--- config.mk ---
export PLATFORM = sky130hd
export DESIGN_NAME = fdl_top
export DESIGN_NICKNAME = d
export VERILOG_FILES = /design/src/rtl/fdl_pkg.sv /design/src/rtl/fdl_regs.sv /design/src/rtl/fdl_rom.sv /design/src/rtl/fdl_mover.sv /design/src/rtl/fdl_top.sv
export SDC_FILE = /design/constraint.sdc
export NUM_CORES = 1
export LEC_CHECK = 0
export BUFFER_PORTS_ARGS = -buffer_cell sky130_fd_sc_hd__buf_4
export CAP_MARGIN = 15
export CELL_PAD_IN_SITES_DETAIL_PLACEMENT = 1
export CELL_PAD_IN_SITES_GLOBAL_PLACEMENT = 2
export CORE_ASPECT_RATIO = 0.6
export CORE_MARGIN = 1.5
export CORE_UTILIZATION = 30
export DETAILED_ROUTE_END_ITERATION = 10
export PLACE_DENSITY = 0.93
export SYNTH_ARGS = -nofsm -noshare
export SYNTH_HDL_FRONTEND = slang
export SYNTH_SLANG_ARGS = --single-unit
--- constraint.sdc ---
create_clock -name clk -period 4.8 [get_ports clk]
set_input_delay 0.96 -clock clk [delete_from_list [all_inputs] [get_ports clk]]
set_output_delay 0.96 -clock clk [all_outputs]
set_load 0.01 [all_outputs]
--- src/rtl/fdl_pkg.sv ---
package fdl_pkg;
  typedef enum logic [1:0] {
    ADR_CTRL = 2'd0,
    ADR_SEL  = 2'd1,
    ADR_TGT  = 2'd2,
    ADR_NONE = 2'd3
  } fdl_reg_e;

  localparam logic [31:0] HASH_MUL = 32'h9E3779B1;

  function automatic logic [31:0] routine_word(input int unsigned routine, input int unsigned idx);
    logic [31:0] mix;
    mix = (routine == 0) ? 32'h00003C3C : 32'hC3C30000;
    return (32'(idx) * HASH_MUL) ^ mix;
  endfunction
endpackage

--- src/rtl/fdl_regs.sv ---
module fdl_regs
  import fdl_pkg::*;
#(
  parameter int BUS_W    = 16,
  parameter int RAM_AW   = 12,
  parameter int SEL_W    = 1,
  parameter logic [7:0] KEY_CODE = 8'hA5
) (
  input  logic              clk,
  input  logic              rst_n,
  input  logic              stby,
  input  logic              bus_wr,
  input  logic [1:0]        bus_addr,
  input  logic [BUS_W-1:0]  bus_wdata,
  output logic [BUS_W-1:0]  bus_rdata,
  input  logic [7:0]        key_val,
  input  logic              run_in_ram,
  input  logic              emu_active,
  input  logic              err_evt,
  input  logic              dl_done,
  output logic              req,
  output logic              err,
  output logic [SEL_W-1:0]  sel,
  output logic [RAM_AW-1:0] tgt
);
  localparam int ERR_BIT = 4;

  logic              req_q, req_d;
  logic              err_q, err_d;
  logic [SEL_W-1:0]  sel_q, sel_d;
  logic [RAM_AW-1:0] tgt_q, tgt_d;
  logic              gate_ok, accept, cfg_open;

  assign gate_ok  = (key_val == KEY_CODE) && run_in_ram && !emu_active;
  assign accept   = bus_wr && (bus_addr == ADR_CTRL) && bus_wdata[0] && gate_ok && !req_q;
  assign cfg_open = bus_wr && !req_q;

  always_comb begin
    req_d = req_q;
    if (dl_done)     req_d = 1'b0;
    else if (accept) req_d = 1'b1;

    err_d = err_q;
    if (stby)         err_d = 1'b0;
    else if (err_evt) err_d = 1'b1;

    sel_d = sel_q;
    if (cfg_open && bus_addr == ADR_SEL) sel_d = bus_wdata[SEL_W-1:0];

    tgt_d = tgt_q;
    if (cfg_open && bus_addr == ADR_TGT) tgt_d = bus_wdata[RAM_AW-1:0];
  end

  always_ff @(posedge clk or negedge rst_n) begin
    if (!rst_n) begin
      req_q <= 1'b0;
      err_q <= 1'b0;
      sel_q <= '0;
      tgt_q <= '0;
    end else begin
      req_q <= req_d;
      err_q <= err_d;
      sel_q <= sel_d;
      tgt_q <= tgt_d;
    end
  end

  always_comb begin
    bus_rdata = '0;
    unique case (bus_addr)
      ADR_CTRL: bus_rdata[ERR_BIT]    = err_q;
      ADR_SEL:  bus_rdata[SEL_W-1:0]  = sel_q;
      ADR_TGT:  bus_rdata[RAM_AW-1:0] = tgt_q;
      default:  bus_rdata = '0;
    endcase
  end

  assign req = req_q;
  assign err = err_q;
  assign sel = sel_q;
  assign tgt = tgt_q;
endmodule

--- src/rtl/fdl_rom.sv ---
module fdl_rom
  import fdl_pkg::*;
#(
  parameter int DATA_W = 32,
  parameter int CNT_W  = 4,
  parameter int SEL_W  = 1
) (
  input  logic [SEL_W-1:0]  sel,
  input  logic [CNT_W-1:0]  idx,
  output logic [DATA_W-1:0] word
);
  localparam int NUM_R = 1 << SEL_W;

  logic [DATA_W-1:0] words [NUM_R];

  for (genvar r = 0; r < NUM_R; r++) begin : g_routine
    logic [31:0] full;
    always_comb full = routine_word(r, 32'(idx));
    assign words[r] = full[DATA_W-1:0];
  end

  assign word = words[sel];
endmodule

--- src/rtl/fdl_mover.sv ---
module fdl_mover #(
  parameter int RAM_AW = 12,
  parameter int WORDS  = 16,
  parameter int CNT_W  = 4
) (
  input  logic              clk,
  input  logic              rst_n,
  input  logic              req,
  input  logic [RAM_AW-1:0] tgt,
  output logic [CNT_W-1:0]  idx,
  output logic              done,
  output logic              busy,
  output logic              ram_we,
  output logic [RAM_AW-1:0] ram_addr
);
  logic [CNT_W-1:0] cnt_q, cnt_d;
  logic             cnt_en;
  logic             tail_q;

  assign done   = req && (cnt_q == CNT_W'(WORDS - 1));
  assign cnt_en = req;

  always_comb begin
    cnt_d = cnt_q;
    if (cnt_en) cnt_d = done ? '0 : cnt_q + 1'b1;
  end

  always_ff @(posedge clk or negedge rst_n) begin
    if (!rst_n) begin
      cnt_q  <= '0;
      tail_q <= 1'b0;
    end else begin
      cnt_q  <= cnt_d;
      tail_q <= done;
    end
  end

  assign idx      = cnt_q;
  assign busy     = req | tail_q;
  assign ram_we   = req;
  assign ram_addr = tgt + RAM_AW'(cnt_q);
endmodule

--- src/rtl/fdl_top.sv ---
module fdl_top #(
  parameter int BUS_W  = 16,
  parameter int RAM_AW = 12,
  parameter int DATA_W = 32,
  parameter int WORDS  = 16,
  parameter logic [7:0] KEY_CODE = 8'hA5
) (
  input  logic              clk,
  input  logic              rst_n,
  input  logic              stby,
  input  logic              bus_wr,
  input  logic [1:0]        bus_addr,
  input  logic [BUS_W-1:0]  bus_wdata,
  output logic [BUS_W-1:0]  bus_rdata,
  input  logic [7:0]        key_val,
  input  logic              run_in_ram,
  input  logic              emu_active,
  input  logic              err_evt,
  output logic              prot_active,
  output logic              busy,
  output logic              dl_done,
  output logic              ram_we,
  output logic [RAM_AW-1:0] ram_addr,
  output logic [DATA_W-1:0] ram_wdata
);
  localparam int CNT_W = (WORDS > 1) ? $clog2(WORDS) : 1;
  localparam int SEL_W = 1;

  logic [1:0]        rst_sync;
  logic              rst_int_n;
  logic              req;
  logic [SEL_W-1:0]  sel;
  logic [RAM_AW-1:0] tgt;
  logic [CNT_W-1:0]  idx;

  always_ff @(posedge clk or negedge rst_n) begin
    if (!rst_n) rst_sync <= 2'b00;
    else        rst_sync <= {rst_sync[0], 1'b1};
  end
  assign rst_int_n = rst_sync[1];

  fdl_regs #(.BUS_W(BUS_W), .RAM_AW(RAM_AW), .SEL_W(SEL_W), .KEY_CODE(KEY_CODE)) u_regs (
    .clk(clk), .rst_n(rst_int_n), .stby(stby),
    .bus_wr(bus_wr), .bus_addr(bus_addr), .bus_wdata(bus_wdata), .bus_rdata(bus_rdata),
    .key_val(key_val), .run_in_ram(run_in_ram), .emu_active(emu_active),
    .err_evt(err_evt), .dl_done(dl_done),
    .req(req), .err(prot_active), .sel(sel), .tgt(tgt)
  );

  fdl_mover #(.RAM_AW(RAM_AW), .WORDS(WORDS), .CNT_W(CNT_W)) u_mover (
    .clk(clk), .rst_n(rst_int_n), .req(req), .tgt(tgt),
    .idx(idx), .done(dl_done), .busy(busy), .ram_we(ram_we), .ram_addr(ram_addr)
  );

  fdl_rom #(.DATA_W(DATA_W), .CNT_W(CNT_W), .SEL_W(SEL_W)) u_rom (
    .sel(sel), .idx(idx), .word(ram_wdata)
  );
endmodule

==> results.yml <==
pwr:
  p_comb_share_pct: 59.2
  seqPwrFrac_pct: 23.2
  switching_share_pct: 39.1
  p_leak_nw: 1.92
  ir_drop_uv: 111
  p_int_mw: 0.669
  p_sw_mw: 0.431
  clkPwrFrac_pct: 17.6
  power_density_mw_per_mm2: 280
placement:
  dp_hpwl_mm: 7.32
  gp_congestion: 0.826
  io_buffers: 88
  pre_cts_ws_ps: 66.4
  place_area_sq_mm: 0.00365
finish:
  drive_gt1_share_pct: 37.7
  syn_to_final_growth_pct: 38.1
  final_area_sq_mm: 0.00393
  n_antenna_cell: 0
  layout.nets: 496
  post-route-util_pct: 42.8
timing:
  period_needed_ps: 4770
  rsz0062_at_grt: "yes"
  finalCritPeriodShare_pct: 99.3
  holdWs_ps: 331
  finalHoldViolations: 0
  skew_ps: 5.19
  layout_setup_ws_ps: 33.1
  max_slew.worst_pin.slew_ps: 1000
  slew_violations: 0
  setup_viol: 0
  slew_headroom_pct: 33.1
  timing.fmax_ghz: 0.210
setup_path:
  cp-startpoint: "u_mover.idx[3]"
  crit_path_end_kind: "primary output"
  critPathTopFamily: "compound AO/OA/AOI/OAI gates"
  critical_path.endpoint: "ram_wdata[31]"
  cp_num_buf_inv: 1
  crit_slowest_cell: "fa_1"
  cp_data_arrival_time_ps: 3810
  critPathMaxFanout: 6
  path_cells: "fa_2 > fa_1 > ha_4 > a21o_1 > a21o_1 > a211oi_2 > a21boi_2 > o21ai_2 > o21ai_4 > a222oi_1 > xnor2_1 > buf_4"
  r2r_end: "u_regs.tgt[3]"
  reg2regPathDepth: 3
  path_common_cell: "a21o_1"
  critical_path_depth: 12
  path_class: "reg -> out"
  rrSetupSlack_ps: 3180
  slowest_delay_ps: 610
  reg2reg_from: "u_regs.req"
  critPathLaunchType: "flip-flop"
  cp.required_ps: 3840
run_status:
  status: "finished clean"
synthesis:
  synth_cell_types: 51
  syn_inst: 320
  syn_area_per_cell_sq_um: 8.90
  yosysSeqAreaShare_pct: 19.3
  yosysWarnings: 0
  synth-edff-count: 0
  async_flop_share_pct: 100
  netlist_area_sq_mm: 0.00285
  synth_ff_type: "dfrtp_1"
  synth-seq-cells: 22
job:
  cap_violations: 0
global_route:
  grt_max_degree: 21
  grt_pass1_wl_mm: 14.1
  grt_overflow: 0
  antenna_found_initial: 0
  track_usage_pct: 17.7
  grt_pass1_vias: 2684
detailed_routing:
  vias: 2699
  ant_nets: 0
  wl_mm: 9.12
  drc: 0
  viasPerCell: 4.94
  post_drt_wl_per_cell_microns: 16.7
  drtIter0Drc: 125
  dr.pass1.iters: 4
floorplanning:
  die_w_microns: 129
  rows: 27
  start_util_pct: 31.0
  core_sq_mm: 0.00919
  io_pins: 97
  die_area_sq_mm: 0.0101
  die_y_microns: 78.5
cts:
  cts-root-buf: "clkbuf_16"
  clock_latency_ps: 260
  cts_tree: "built"
  cts_buffer_depth: 2
  cts_num_sinks: 22
  cts_buffers: 3
  clk_pin_slew_ps: 60
  htreeDepth: 1
worst_hold_path:
  hold_class: "reg -> async"
-- power by group through the flow --
stage,logic [mW],clock network (mW),registers (mW)
global route,0.707,0.206,0.261
detailed placement,0.620,0,0.258
CTS,0.626,0.197,0.255
finish,0.651,0.193,0.256
global placement,0.604,0,0.254
floorplan,0.377,0,0.236
-- per-layer routing --
metal | global-route usage [%] | routed length (microns) | vias up
met2 | 27.0 | 4110 | 72
met4 | 2.81 | 104 | 0
met5 | 0 | 0 | -
met3 | 1.98 | 399 | 12
li1 | - | - | 1281
met1 | 26.9 | 4510 | 1334
-- metrics by stage --
step	instances	setup TNS [ps]	power, mW
floorplan	323	0	0.614
global placement	534	0	0.858
detailed placement	534	0	0.878
CTS	540	0	1.08
global route	546	-138	1.17
finish	546	0	1.10
-- repair_timing --
item                       CTS  global route
buffers inserted             2             6
hold buffers                 0             0
setup endpoints to repair    9             9
pin swaps                    3            13
gates resized for setup      8            20
-- worst reg2reg max path, cell delays in order, from the launching register on --
cell and delay [ps]:
dfrtp_1 540, nor2b_1 110, nand2_1 450, mux2_2 410
-- how the worst min path moves through the flow --
stage | start | endpoint | cells after the start
6_report | rst_sync[1] | u_mover.tail_q | 0
3_3_place_gp | rst_sync[0] | rst_sync[1] | 0
4_1_cts | rst_sync[0] | rst_sync[1] | 0
3_5_place_dp | rst_sync[0] | rst_sync[1] | 0
5_1_grt | rst_sync[0] | rst_sync[1] | 0
2_1_floorplan | rst_sync[1] | u_mover.idx[0] | 0
-- flip-flops by register name (all words and copies together) (netlist names) --
| register | count |
|---|---|
| u_regs.tgt | 12 |
| u_mover.idx | 4 |
| rst_sync | 2 |
| u_mover.tail_q | 1 |
| u_regs.err | 1 |
| u_regs.req | 1 |
| u_regs.sel | 1 |
-- cells in the final DEF, fill, tap and decap left out, types with 3 or more instances in the layout --
cell type  netlist  layout
a211oi_2         1       3
a21o_1           9       9
a21oi_1         17      13
a21oi_2          1       4
a31oi_1          3       3
and2_1          10      10
buf_4            6     106
clkbuf_16        0       3
conb_1           2       5
dfrtp_1         22      20
fa_1             8       7
ha_1            38      31
ha_2             0       4
ha_4             0       3
inv_1           26      25
mux2_2          13      13
nand2_1         18      17
nand2b_1         5       5
nand3_1          9       9
nand4_1          4       4
nor2_1          15      15
nor2b_1          6       6
o21ai_0         10       9
o21bai_1         4       4
xnor2_1         38      38
xor2_1          11      11
-- cell families after synthesis --
family                   after synthesis  share of synthesized area, %
AND/OR/NAND/NOR                       77                          14.0
XOR/XNOR                              49                          15.1
other                                  2                         0.264
flip-flops                            22                          19.3
multiplexers                          15                          5.85
AO/OA/AOI/OAI                         65                          15.6
buffers and inverters                 44                          7.56
adder cells (fa/ha/maj)               46                          22.3
-- cell usage after synthesis, drive strengths merged (3+ instances only) --
cell type	n	area, sq um
buf	10	83.8
nand4	4	25.0
dfrtp	22	551
o21ai	13	72.6
o21bai	4	30.0
xnor2	38	333
nor2	15	56.3
nand2b	5	31.3
a21o	9	67.6
and2	10	62.6
inv	26	97.6
a31oi	3	18.8
clkbuf	8	33.8
a211oi	3	27.5
xor2	11	96.3
a21oi	18	93.8
nand2	18	67.6
nor2b	6	37.5
ha	38	475
fa	8	160
nand3	9	45.0
mux2	13	146
-- cell type report --
class | count | area [sq um]
flip-flops and latches | 22 | 553
fillers | 1109 | 5260
well taps | 130 | 163
multi-input cells | 257 | 2220
inverters | 26 | 97.6
clock buffers | 4 | 88.8
repair buffers | 107 | 807
No activity file was read; power rests on OpenSTA's default activity.
